[src/rtl/rpd_pkg.sv]
package rpd_pkg;

  // register offsets
  localparam int RA_CTRL  = 0;
  localparam int RA_CMD   = 1;
  localparam int RA_BASE0 = 2;
  localparam int RA_BASE1 = 5;
  localparam int RA_MAX   = 8;
  localparam int RA_CNT   = 10;
  localparam int RA_ISR   = 12;
  localparam int RA_IMR   = 13;

  // interrupt flag positions
  localparam int FL_FULL = 0;
  localparam int FL_EOP  = 1;
  localparam int NFLAGS  = 2;

  typedef struct packed {
    logic sw_mode;  // bit 2
    logic rx_en;    // bit 1
    logic dma_en;   // bit 0
  } ctrl_t;

  function automatic logic addr_hit(input logic [3:0] a, input int base, input int idx);
    return a == 4'(base + idx);
  endfunction

endpackage

[src/rtl/rpd_regs.sv]
module rpd_regs
  import rpd_pkg::*;
#(
  parameter int ADDR_W = 24,
  parameter int SIZE_W = 16
) (
  input  logic              clk,
  input  logic              rst_n,
  input  logic              reg_wr,
  input  logic              reg_rd,
  input  logic [3:0]        reg_addr,
  input  logic [7:0]        reg_wdata,
  output logic [7:0]        reg_rdata,
  input  logic              rx_en_clr,
  input  logic [SIZE_W-1:0] pkt_count,
  input  logic [NFLAGS-1:0] flags,
  output ctrl_t             ctrl,
  output logic [ADDR_W-1:0] base0,
  output logic [ADDR_W-1:0] base1,
  output logic [SIZE_W-1:0] maxsz,
  output logic [NFLAGS-1:0] imr,
  output logic              release_cmd,
  output logic              isr_rd
);

  localparam int AB = ADDR_W / 8;
  localparam int SB = SIZE_W / 8;

  assign release_cmd = reg_wr && addr_hit(reg_addr, RA_CMD, 0) && reg_wdata[0];
  assign isr_rd      = reg_rd && addr_hit(reg_addr, RA_ISR, 0);

  always_ff @(posedge clk or negedge rst_n) begin
    if (!rst_n) begin
      ctrl  <= '0;
      base0 <= '0;
      base1 <= '0;
      maxsz <= '0;
      imr   <= '1;
    end else begin
      if (reg_wr) begin
        if (addr_hit(reg_addr, RA_CTRL, 0)) ctrl <= ctrl_t'(reg_wdata[2:0]);
        if (addr_hit(reg_addr, RA_IMR, 0))  imr  <= reg_wdata[NFLAGS-1:0];
        for (int i = 0; i < AB; i++) begin
          if (addr_hit(reg_addr, RA_BASE0, i)) base0[8*i +: 8] <= reg_wdata;
          if (addr_hit(reg_addr, RA_BASE1, i)) base1[8*i +: 8] <= reg_wdata;
        end
        for (int i = 0; i < SB; i++) begin
          if (addr_hit(reg_addr, RA_MAX, i)) maxsz[8*i +: 8] <= reg_wdata;
        end
      end
      // engine clear applied after any software write of the same cycle
      if (rx_en_clr) ctrl.rx_en <= 1'b0;
    end
  end

  always_comb begin
    reg_rdata = '0;
    if (addr_hit(reg_addr, RA_CTRL, 0)) reg_rdata = {5'b0, ctrl};
    if (addr_hit(reg_addr, RA_ISR, 0))  reg_rdata = 8'(flags);
    if (addr_hit(reg_addr, RA_IMR, 0))  reg_rdata = 8'(imr);
    for (int i = 0; i < AB; i++) begin
      if (addr_hit(reg_addr, RA_BASE0, i)) reg_rdata = base0[8*i +: 8];
      if (addr_hit(reg_addr, RA_BASE1, i)) reg_rdata = base1[8*i +: 8];
    end
    for (int i = 0; i < SB; i++) begin
      if (addr_hit(reg_addr, RA_MAX, i)) reg_rdata = maxsz[8*i +: 8];
      if (addr_hit(reg_addr, RA_CNT, i)) reg_rdata = pkt_count[8*i +: 8];
    end
  end

endmodule

[src/rtl/rpd_engine.sv]
module rpd_engine
  import rpd_pkg::*;
#(
  parameter int ADDR_W = 24,
  parameter int SIZE_W = 16,
  parameter int DATA_W = 8
) (
  input  logic              clk,
  input  logic              rst_n,
  input  ctrl_t             ctrl,
  input  logic [ADDR_W-1:0] base0,
  input  logic [ADDR_W-1:0] base1,
  input  logic [SIZE_W-1:0] maxsz,
  input  logic              release_cmd,
  input  logic              fifo_valid,
  input  logic [DATA_W-1:0] fifo_data,
  input  logic              fifo_last,
  output logic              fifo_ready,
  input  logic              mem_ack,
  output logic              mem_req,
  output logic [ADDR_W-1:0] mem_addr,
  output logic [DATA_W-1:0] mem_data,
  output logic              ev_write,
  output logic              ev_full,
  output logic              ev_eop,
  output logic              rx_en_clr,
  output logic              wait_rel,
  output logic [SIZE_W-1:0] pkt_count
);

  function automatic logic [ADDR_W-1:0] step_addr(input logic [ADDR_W-1:0] a);
    return a + 1'b1;
  endfunction

  function automatic logic [SIZE_W-1:0] step_cnt(input logic [SIZE_W-1:0] c);
    return c + 1'b1;
  endfunction

  logic              sel;       // 0: BASE0 active, 1: BASE1 active
  logic              fresh;     // next byte opens a new buffer
  logic [ADDR_W-1:0] cur_addr;
  logic [SIZE_W-1:0] buf_cnt;
  logic [SIZE_W-1:0] run_cnt;

  logic              go;
  logic [ADDR_W-1:0] act_base;
  logic [SIZE_W-1:0] buf_next;
  logic              buf_hit;
  logic              done;

  assign go         = ctrl.dma_en && ctrl.rx_en && !wait_rel;
  assign mem_req    = go && fifo_valid;
  assign fifo_ready = go && mem_ack;
  assign ev_write   = mem_req && mem_ack;
  assign mem_data   = fifo_data;

  assign act_base = sel ? base1 : base0;
  assign mem_addr = fresh ? act_base : cur_addr;
  assign buf_next = step_cnt(fresh ? '0 : buf_cnt);
  assign buf_hit  = buf_next == maxsz;

  // end of packet takes priority over a buffer fill on the same byte
  assign ev_eop    = ev_write && fifo_last;
  assign ev_full   = ev_write && buf_hit && !fifo_last;
  assign done      = ev_eop || ev_full;
  assign rx_en_clr = ev_full && !ctrl.sw_mode;

  always_ff @(posedge clk or negedge rst_n) begin
    if (!rst_n) begin
      sel       <= 1'b0;
      fresh     <= 1'b1;
      cur_addr  <= '0;
      buf_cnt   <= '0;
      run_cnt   <= '0;
      wait_rel  <= 1'b0;
      pkt_count <= '0;
    end else begin
      if (release_cmd) wait_rel <= 1'b0;
      if (ev_write) begin
        cur_addr <= step_addr(mem_addr);
        buf_cnt  <= buf_next;
        fresh    <= done;
        run_cnt  <= ev_eop ? '0 : step_cnt(run_cnt);
        if (done) sel <= ctrl.sw_mode ? !sel : 1'b0;
        if (ev_eop) begin
          pkt_count <= step_cnt(run_cnt);
          wait_rel  <= 1'b1;
        end
      end
    end
  end

endmodule

[src/rtl/rpd_irq.sv]
module rpd_irq
  import rpd_pkg::*;
(
  input  logic              clk,
  input  logic              rst_n,
  input  logic              ev_full,
  input  logic              ev_eop,
  input  logic              isr_rd,
  input  logic [NFLAGS-1:0] imr,
  output logic [NFLAGS-1:0] flags,
  output logic              irq
);

  logic [NFLAGS-1:0] set_vec;

  always_comb begin
    set_vec          = '0;
    set_vec[FL_FULL] = ev_full;
    set_vec[FL_EOP]  = ev_eop;
  end

  // a new event in the read cycle survives the clear
  always_ff @(posedge clk or negedge rst_n) begin
    if (!rst_n) flags <= '0;
    else        flags <= (isr_rd ? '0 : flags) | set_vec;
  end

  assign irq = |(flags & imr);

endmodule

[src/rtl/rx_pingpong_dma.sv]
module rx_pingpong_dma
  import rpd_pkg::*;
#(
  parameter int ADDR_W = 24,
  parameter int SIZE_W = 16,
  parameter int DATA_W = 8
) (
  input  logic              clk,
  input  logic              rst_n,
  input  logic              reg_wr,
  input  logic              reg_rd,
  input  logic [3:0]        reg_addr,
  input  logic [7:0]        reg_wdata,
  output logic [7:0]        reg_rdata,
  input  logic              fifo_valid,
  input  logic [DATA_W-1:0] fifo_data,
  input  logic              fifo_last,
  output logic              fifo_ready,
  output logic              mem_req,
  output logic [ADDR_W-1:0] mem_addr,
  output logic [DATA_W-1:0] mem_data,
  input  logic              mem_ack,
  output logic              irq
);

  ctrl_t             ctrl;
  logic [ADDR_W-1:0] base0, base1;
  logic [SIZE_W-1:0] maxsz, pkt_count;
  logic [NFLAGS-1:0] imr, flags;
  logic              release_cmd, isr_rd, rx_en_clr, wait_rel;
  logic              ev_write, ev_full, ev_eop;

  rpd_regs #(.ADDR_W(ADDR_W), .SIZE_W(SIZE_W)) u_regs (
    .clk, .rst_n, .reg_wr, .reg_rd, .reg_addr, .reg_wdata, .reg_rdata,
    .rx_en_clr, .pkt_count, .flags, .ctrl, .base0, .base1, .maxsz, .imr,
    .release_cmd, .isr_rd
  );

  rpd_engine #(.ADDR_W(ADDR_W), .SIZE_W(SIZE_W), .DATA_W(DATA_W)) u_eng (
    .clk, .rst_n, .ctrl, .base0, .base1, .maxsz, .release_cmd,
    .fifo_valid, .fifo_data, .fifo_last, .fifo_ready, .mem_ack,
    .mem_req, .mem_addr, .mem_data, .ev_write, .ev_full, .ev_eop,
    .rx_en_clr, .wait_rel, .pkt_count
  );

  rpd_irq u_irq (
    .clk, .rst_n, .ev_full, .ev_eop, .isr_rd, .imr, .flags, .irq
  );

endmodule

[config.mk]
export PLATFORM = sky130hd
export DESIGN_NAME = rx_pingpong_dma
export DESIGN_NICKNAME = d
export VERILOG_FILES = /design/src/rtl/rpd_pkg.sv /design/src/rtl/rpd_regs.sv /design/src/rtl/rpd_engine.sv /design/src/rtl/rpd_irq.sv /design/src/rtl/rx_pingpong_dma.sv
export SDC_FILE = /design/constraint.sdc
export NUM_CORES = 1
export LEC_CHECK = 0
export BUFFER_PORTS_ARGS = -buffer_cell sky130_fd_sc_hd__buf_2
export CORE_UTILIZATION = 65
export CTS_CLUSTER_DIAMETER = 40
export CTS_CLUSTER_SIZE = 24
export DETAILED_ROUTE_END_ITERATION = 10
export PLACE_DENSITY = 0.94
export SYNTH_ARGS = -nofsm -noshare
export SYNTH_HDL_FRONTEND = slang
export SYNTH_SLANG_ARGS = --single-unit
export TNS_END_PERCENT = 10
[constraint.sdc]
create_clock -name clk -period 4.6 [get_ports clk]
set_clock_uncertainty 0.05 [all_clocks]
set_input_delay 0.23 -clock clk [delete_from_list [all_inputs] [get_ports clk]]
set_output_delay 0.23 -clock clk [all_outputs]
set_load 0.03 [all_outputs]
# After elaboration in Yosys (flattened, before gate mapping)
# Index checks and enable logic that the tools add are counted.
[word_totals]
register_bits = 146
[op_classes]
n_reduce_logical = 34
muxes = 25
eq_ne = 14
n_addsub = 3
bitwise = 2
[op_table]
columns = ["op", "count"]
rows = [
  ["$mux W8", 10],
  ["$mux W24", 2],
  ["$add A16 B1 Y16 const B", 2],
  ["$mux W16", 2],
  ["$reduce_and A2 Y1", 13],
  ["$add A24 B1 Y24 const B", 1],
  ["$eq A4 B4 Y1 const B", 6],
  ["$eq A16 B16 Y1", 1],
  ["$eq A4 B3 Y1 const B", 4],
  ["$logic_and A1 B1 Y1", 12],
  ["$mux W3", 3],
  ["$eq A4 B2 Y1 const B", 2],
  ["$mux W2", 3],
  ["$mux W1", 5],
  ["$eq A4 B1 Y1 const B", 1],
  ["$logic_not A1 Y1", 4],
  ["$logic_not A4 Y1", 1],
  ["$reduce_bool A2 Y1", 2],
  ["$and A2 B2 Y2", 1],
  ["$or A2 B2 Y2", 1],
  ["$reduce_or A2 Y1", 1],
  ["$logic_or A1 B1 Y1", 1],
]

# Depth between registers and ports, before layout
# Gate-level depths: netlist of run 1.
[depth]
depth_word = 14
depth_mapped = 13
depth_no_buf = 9

# Hierarchy
# Synthesis of run 1 repeated with hierarchy kept, for this count alone.
[hier_totals]
cells_unflattened = 964
hier_area_um2 = 9002.4
[by_module_without_submodules]
columns = ["module", "area_each_um2", "seq_area_each_um2", "n_inst", "cells_each"]
rows = [
  ["rpd_engine", 5210.0, 1878.1, 1, 635],
  ["rpd_regs", 3713.6, 1729.2, 1, 323],
  ["rpd_irq", 78.8, 50.0, 1, 6],
]

# Least setup slack after synthesis of run 1
# OpenSTA, ideal clock, no wires.
[synth_timing]
path_kind = "register -> register"
start = "register u_eng.fresh"
end = "register u_eng.cur_addr[23]"
synth_period_minus_slack_ns = 2.977
path_stages_with_launch = 10
path_slack_ns = 1.623
n_path_buf = 1
arrival_time_ns = 2.845
required_ns = 4.468
cell_sequence = "dfstp_2 buf_4 nor2_1 a21oi_1 nand3_1 or4_4 nor4_4 nand3_2 or3_1 a31oi_1"
[synth_via]
elab_chain_len = 2
[synth_lines]
columns = ["element", "line", "rtl"]
rows = [
  ["start: declaration", "rpd_engine.sv:40", "logic fresh;"],
  ["start signal: assignment", "rpd_engine.sv:82", "fresh <= done;"],
  ["$mux W24", "rpd_engine.sv:58", "assign mem_addr = fresh ? act_base : cur_addr;"],
  ["named net mem_addr[6]", "rx_pingpong_dma.sv:20", "output logic [ADDR_W-1:0] mem_addr,"],
  ["$add A24 B1 Y24", "rpd_engine.sv:32", "return a + 1'b1;"],
  ["end signal: assignment", "rpd_engine.sv:80", "cur_addr <= step_addr(mem_addr);"],
  ["end: declaration", "rpd_engine.sv:41", "logic [ADDR_W-1:0] cur_addr;"],
]
# The timed path passes the listed nets, and every way through them passes these cells.
# A chain may end at the register's enable or synchronous reset.

# Worst setup path in the final report of run 1
[layout_timing]
start = "register u_eng.fresh"
end = "register u_eng.cur_addr[12]"
[layout_via]
elab_chain_len = 2
[layout_lines]
columns = ["element", "line"]
rows = [
  ["$mux W24", "rpd_engine.sv:58"],
  ["$add A24 B1 Y24", "rpd_engine.sv:32"],
]
# No other way between the ends.

==> out/metrics.cfg, run 1 <==
[run_status]
status = finished, final reports clean

[setup_path]
rr_endpoint = u_eng.cur_addr[12]
cp-startpoint = u_eng.fresh
slowest_delay_ns = 1.19
cp-start-kind = register
r2r_cells = 9
rrSetupSlack_ns = 1.03
cp.required_ns = 4.83
crit_chain = inv_2, nor2_1, a21oi_1, inv_1, ha_1, nor2b_1, nand3_1, xnor2_1, o21ai_1
crit_type = reg -> reg
cp_max_fo = 55
crit_arrival_ns = 3.80
cp-end-kind = register
reg2reg_from = u_eng.fresh
endpoint = u_eng.cur_addr[12]
worst_path_max_delay_cell = dfstp_2

[yosys]
synth.area.top_cells = dfrtp_1 41%, mux2_2 8.7%, nand2_1 4.8%
yosysSeqAreaShare_pct = 42.09
netlist.area_leader.share_pct = 41.19
syn_avg_cell_area_um2 = 9.253
yosysUniqueCellTypes = 74
synthesis.nets = 968
ys_seq_elements = 146
synthesis.area_um2 = 8688
ys_warn_count = 0
synthFlopType = dfrtp_1
synth-edff-count = 0
synth_top_area_cell = dfrtp_1
async_flop_share_pct = 100.0
syn_inst = 939

[clock_network]
cts.sinks = 146
cts_tree = built
cts_buffer_depth = 2
cts-buffers-inserted = 17
clock-root-buffer = clkbuf_16
cts_setup_buffers = 0
cts-htree-levels = 4
insertion_delay_ns = 0.43
clk_pin_slew_ns = 0.06

[sta]
setup_tns_ns = 0
post-route-period-util_pct = 77.69
period_needed_ns = 3.574
hold-worst-slack_ns = 0.1089
rsz0062_at_grt = no
relSlewSlack_pct = 8.370
fmax_ghz = 0.2798
drv_slew = 0
setup_slack_ns = 1.026
hold_viol_final = 0
setup_violations = 0
tightestPinTransition_ns = 1.364

[placement]
gp_congestion = 0.9407
dp_hpwl_um = 16030
port_buffers = 53
dpl.cell_count = 1106
dpl_worst_slack_ns = 1.158

[pwr]
p_leak_nw = 4.023
vdd_ir_drop_max_mv = 0.4343
power.density_nw_per_um2 = 554.5

[finish]
nNetsFinal = 983
antenna_cells = 0
area_delta_synth_final_pct = 9.332
final_common_cell = dfrtp_1
layout_common_cells = 143 x dfrtp_1, 110 x nand2_1, 81 x o21ai_0
fin_cells = 1137
final_util_pct = 74.07
drive_gt1_share_pct = 18.65

[grt]
antenna_found_initial = 0
grt_use_total_pct = 36.82
grt_pass1_wl_um = 39610
grt_pass1_vias = 7489
gr-total-overflow = 0
grt_max_degree = 79

[route]
routed_wl_um = 24720
ant_nets = 0
firstDrtPassIters = 5
drt_iter0_drc = 1039
post_drt_wl_per_cell_um = 21.74
via_per_inst = 6.900
via_count = 7845
drcViolationCount = 0

[floorplan]
io_pins = 70
die_w_um = 117.6
dieArea_um2 = 13830
num_rows = 41
fp.dieH_um = 117.6
start_util_pct = 67.75
coreArea_um2 = 12820

[flow_run]
max_cap_violations = 0

[min_path]
hp-class = in -> reg

-- cells in the mapped netlist (5+ instances only) --
cell        n
o21ai_0    81
or3_1       7
o21ai_1    15
a21oi_1    50
buf_1       7
nor2_1     75
nand4_1    15
and2_1      9
nand2b_1    9
mux2_2     67
o22ai_1     5
nor2b_1    14
o31ai_1     8
a31oi_1     9
clkbuf_1   41
buf_2       6
mux2i_1    34
o221ai_1    5
nor3_1     12
a21o_1     10
nand3_1    21
dfrtp_1   143
xnor2_1    24
xor2_1     22
buf_4      12
a21oi_2     5
a22o_1      5
and3_1     12
nand2_1   111
inv_1      16
and4_1      7
a22oi_1     8
-- worst max-delay path: cells and delay by family (launching register included) --
family | cells | cell delay, ns
DFF | 1 | 1.19
and+or+nand+nor | 3 | 1.10
buffers and inverters | 2 | 0.48
AOI/OAI and AO/OA | 2 | 0.17
adders and majority gates | 1 | 0.18
xor gates and xnor gates | 1 | 0.25
-- report_power, final --
| group | internal (mW) | switching [mW] | leakage, nW | total [mW] |
|---|---|---|---|---|
| logic | 0.704 | 1.27 | 1.89 | 1.97 |
| registers | 1.57 | 0.389 | 1.87 | 1.95 |
| clock network | 0.797 | 0.542 | 0.268 | 1.34 |
| total | 3.07 | 2.20 | 4.02 | 5.27 |
-- how the worst min path moves through the flow --
stage                   endpoint    startpoint  cells past startpoint
2_1_floorplan   u_eng.buf_cnt[0]         rst_n                      0
3_3_place_gp   u_eng.cur_addr[4]         rst_n                      1
3_5_place_dp   u_eng.cur_addr[3]         rst_n                      1
4_1_cts           u_irq.flags[0]        reg_rd                      3
5_1_grt           u_irq.flags[0]        reg_rd                      3
6_report        u_regs.base0[13]  reg_wdata[5]                      2
-- metal layers --
layer / wire length (um) / track usage (%) / share of wire (%)
met5: 0 / 0 / 0
met4: 1127 / 18.11 / 4.6
met3: 2787 / 10.56 / 11
met2: 11440 / 57.61 / 46
met1: 9366 / 46.85 / 38
-- metrics by stage --
| stage | cell area (um2) | total power [mW] |
|---|---|---|
| final | 9499 | 5.267 |
| after global routing | 9499 | 5.495 |
| after CTS | 9499 | 5.224 |
| after detailed placement | 8926 | 3.845 |
| after global placement | 8926 | 3.744 |
| after floorplan | 8688 | 3.319 |
-- final cells by class --
| type | instances | area (um2) |
|---|---|---|
| well taps | 172 | 215.2 |
| fillers | 848 | 3326 |
| repair buffers | 64 | 356.6 |
| clock inverters | 7 | 75.07 |
| multi-input cells | 707 | 4639 |
| inverters | 18 | 67.56 |
| flip-flops and latches | 146 | 3657 |
| clock buffers | 23 | 488.0 |
-- cell families after synthesis --
group	after synthesis	synth area share, %
AO/OA/AOI/OAI	240	17.12
buffers and inverters	86	4.536
flip-flops	146	42.09
multiplexers	104	13.38
AND/OR/NAND/NOR	315	17.94
adder cells (fa/ha/maj)	2	0.2880
XOR/XNOR	46	4.637
-- registers in the layout (all words and copies together), names as in the netlist --
| signal | count |
|---|---|
| u_eng.cur_addr | 24 |
| u_eng.sel | 1 |
| u_regs.ctrl | 3 |
| u_eng.fresh | 1 |
| u_regs.maxsz | 16 |
| u_eng.buf_cnt | 16 |
| u_irq.flags | 2 |
| u_regs.base1 | 24 |
| u_eng.run_cnt | 16 |
| u_regs.imr | 2 |
| u_eng.wait_rel | 1 |
| u_regs.base0 | 24 |
| u_eng.pkt_count | 16 |
-- repair_timing --
item                                    in CTS  in global routing
hold endpoints to repair                    42                  0
endpoints found under the setup margin       0                  0
resized for setup                            0                  0
hold buffers                                 1                  0
Note: power is estimated with default switching activity, not from simulation.
==> run 2: changes to the inputs <==
Settings changed: CORE_UTILIZATION 65 to 61, PLACE_DENSITY 0.94 to 0.89.
Clock period 4.6 ns to 3.5 ns, I/O delays scaled along.
==> out/metrics.cfg, run 2 (synthesis results as in run 1) <==
[sta]
drv_slew = 0  ; unchanged
period_needed_ns = 3.263  ; -0.3110 ns
tightestPinTransition_ns = 0.8508  ; -0.5132 ns
setup_violations = 0  ; unchanged
setup_tns_ns = 0  ; unchanged
post-route-period-util_pct = 93.22  ; +16 points
rsz0062_at_grt = no
hold_viol_final = 0  ; unchanged
relSlewSlack_pct = 43.07  ; +35 points
fmax_ghz = 0.3065  ; +9.5%

[pwr]
comb_power_share_pct = 37.2  ; -0.3 points
vdd_ir_drop_max_mv = 0.4718  ; +8.6%
p_leak_nw = 4.108  ; +2.1%
p_sw_mw = 2.901  ; +32%
power.internal_mw = 4.192  ; +37%
swShare_pct = 40.90  ; -0.86 points
clockPowerShare_pct = 27.3  ; +1.9 points
power.density_nw_per_um2 = 734.6  ; +32%
seqPwrFrac_pct = 35.5  ; -1.6 points

[clock_network]
insertion_delay_ns = 0.45  ; +0.02 ns
cts_resized = 0  ; unchanged
cts_tree = built
cts.sinks = 146  ; unchanged
clk_pin_slew_ns = 0.06  ; about the same
cts_setup_buffers = 0  ; unchanged
cts-buffers-inserted = 17  ; unchanged
cts-htree-levels = 4  ; unchanged
clock-root-buffer = clkbuf_16
cts_buffer_depth = 2  ; unchanged

[floorplan]
start_util_pct = 62.59  ; -5.2 points
num_rows = 43  ; +4.9%
dieArea_um2 = 14720  ; +6.4%
io_pins = 70  ; unchanged
fp.dieH_um = 121.3  ; +3.2%
coreArea_um2 = 13880  ; +8.2%
die_w_um = 121.3  ; +3.2%

[finish]
layout_common_cells = 143 x dfrtp_1, 110 x nand2_1, 81 x o21ai_0
nFillCells = 983  ; +16%
postLayoutCellArea_um2 = 9654  ; +1.6%
antenna_cells = 0  ; unchanged
area_delta_synth_final_pct = 11.12
largest_registers = u_eng.cur_addr x24, u_regs.base0 x24, u_regs.base1 x24
nNetsFinal = 994  ; +1.1%
drive_gt1_share_pct = 19.94  ; +1.3 points
final_common_cell = dfrtp_1

[route]
post_drt_wl_per_cell_um = 20.62  ; -5.2%
drt_iter0_drc = 887  ; -15%
via_count = 7675  ; -2.2%
firstDrtPassIters = 6  ; +1
via_per_inst = 6.628  ; -3.9%
routed_wl_um = 23880  ; -3.4%
drcViolationCount = 0  ; unchanged
ant_nets = 0  ; unchanged

[setup_path]
crit_chain = nand3_1, nor3_1, a311o_1, o311ai_1, a2111oi_0, nand4_1, nor2_1, a21oi_1
rrSetupSlack_ns = 0.24  ; -0.79 ns
crit_arrival_ns = 3.54  ; -0.26 ns
r2r_cells = 8  ; -1
slowest_delay_ns = 0.66  ; -0.53 ns
cp-start-kind = register
cp.required_ns = 3.77  ; -1.06 ns
cp-end-kind = register
crit_type = reg -> reg
cp_max_fo = 11  ; -80%
worst_path_max_delay_cell = nor3_1

[min_path]
min_delay_path_depth = 3  ; +1
hp-class = in -> reg

[grt]
gr-total-overflow = 0  ; unchanged
grt_pass1_wl_um = 37590  ; -5.1%
grt_max_degree = 84  ; +6.3%
grt_pass1_vias = 7035  ; -6.1%
grt_use_total_pct = 33.77  ; -3.1 points
antenna_found_initial = 0  ; unchanged

[placement]
dp_hpwl_um = 15950  ; -0.50%
port_buffers = 53  ; unchanged
place_area_um2 = 9019  ; +1.0%
gp_congestion = 0.9225  ; -1.9%

[run_status]
status = finished, final reports clean

[flow_run]
max_cap_violations = 0  ; unchanged

==> run 2: metal layers <==
metal	global-route usage, %	vias to the layer above	part of all wire [%]	routed length [um]
li1	-	3434	-	-
met1	45.71	3707	40	9619
met2	49.64	453	46	10900
met3	10.81	81	11	2595
met4	14.27	0	3.2	763
met5	0	-	0	0
==> run 2: timing repair <==
| action | 4_1_cts | 5_1_grt |
|---|---|---|
| endpoints found under the hold margin | 79 | 0 |
| setup endpoints to repair | 0 | 0 |
| hold buffers | 1 | 0 |
==> run 2: final timing paths <==
path,from,to
max,u_eng.buf_cnt[1],u_regs.ctrl[1]
min,reg_rd,u_irq.flags[0]
max reg2reg,u_eng.buf_cnt[1],u_regs.ctrl[1]
min reg2reg,u_eng.cur_addr[9],u_eng.cur_addr[9]
max in group asynchronous,rst_n,u_regs.imr[1]
min in group asynchronous,rst_n,u_eng.cur_addr[5]
==> run 2: power groups by stage <==
stage / Sequential [mW] / Clock, mW / Combinational (mW)
detailed placement: 2.50 / 0 / 2.58
global placement: 2.48 / 0 / 2.50
CTS: 2.49 / 1.94 / 2.61
global route: 2.56 / 2.01 / 2.87
floorplan: 2.27 / 0 / 2.09
finish: 2.52 / 1.94 / 2.64
==> run 2: final cells by class <==
cell class                 instances  area [um2]  share of cell area (%)
timing repair buffer              75       439.2                   4.549
inverter                          18       67.56                  0.6998
sequential                       146        3657                   37.88
clock inverter                    13       172.7                   1.788
multi-input combinational        707        4639                   48.06
tap                              180       225.2                   2.333
clock buffer                      19       452.9                   4.692
==> run 2: stage by stage <==
step	hold slack, ns	instances	setup WS, ns	power, mW	utilization [%]
2_1_floorplan	-0.1706	939	0.5228	4.363	-
3_3_place_gp	0.2230	1125	0.5771	4.985	64.97
3_5_place_dp	0.2280	1125	0.4915	5.080	64.97
4_1_cts	0.02843	1158	0.3190	7.045	69.55
5_1_grt	0.05728	1158	0.04468	7.439	69.55
6_report	0.04121	1158	0.2372	7.092	69.55
==> run 2: worst max-delay path: cells and delay by family (launching register included) <==
kind               cells  cell delay, ns
AOI/OAI and AO/OA      4            1.01
and+or+nand+nor        4            1.49
DFF                    1            0.59
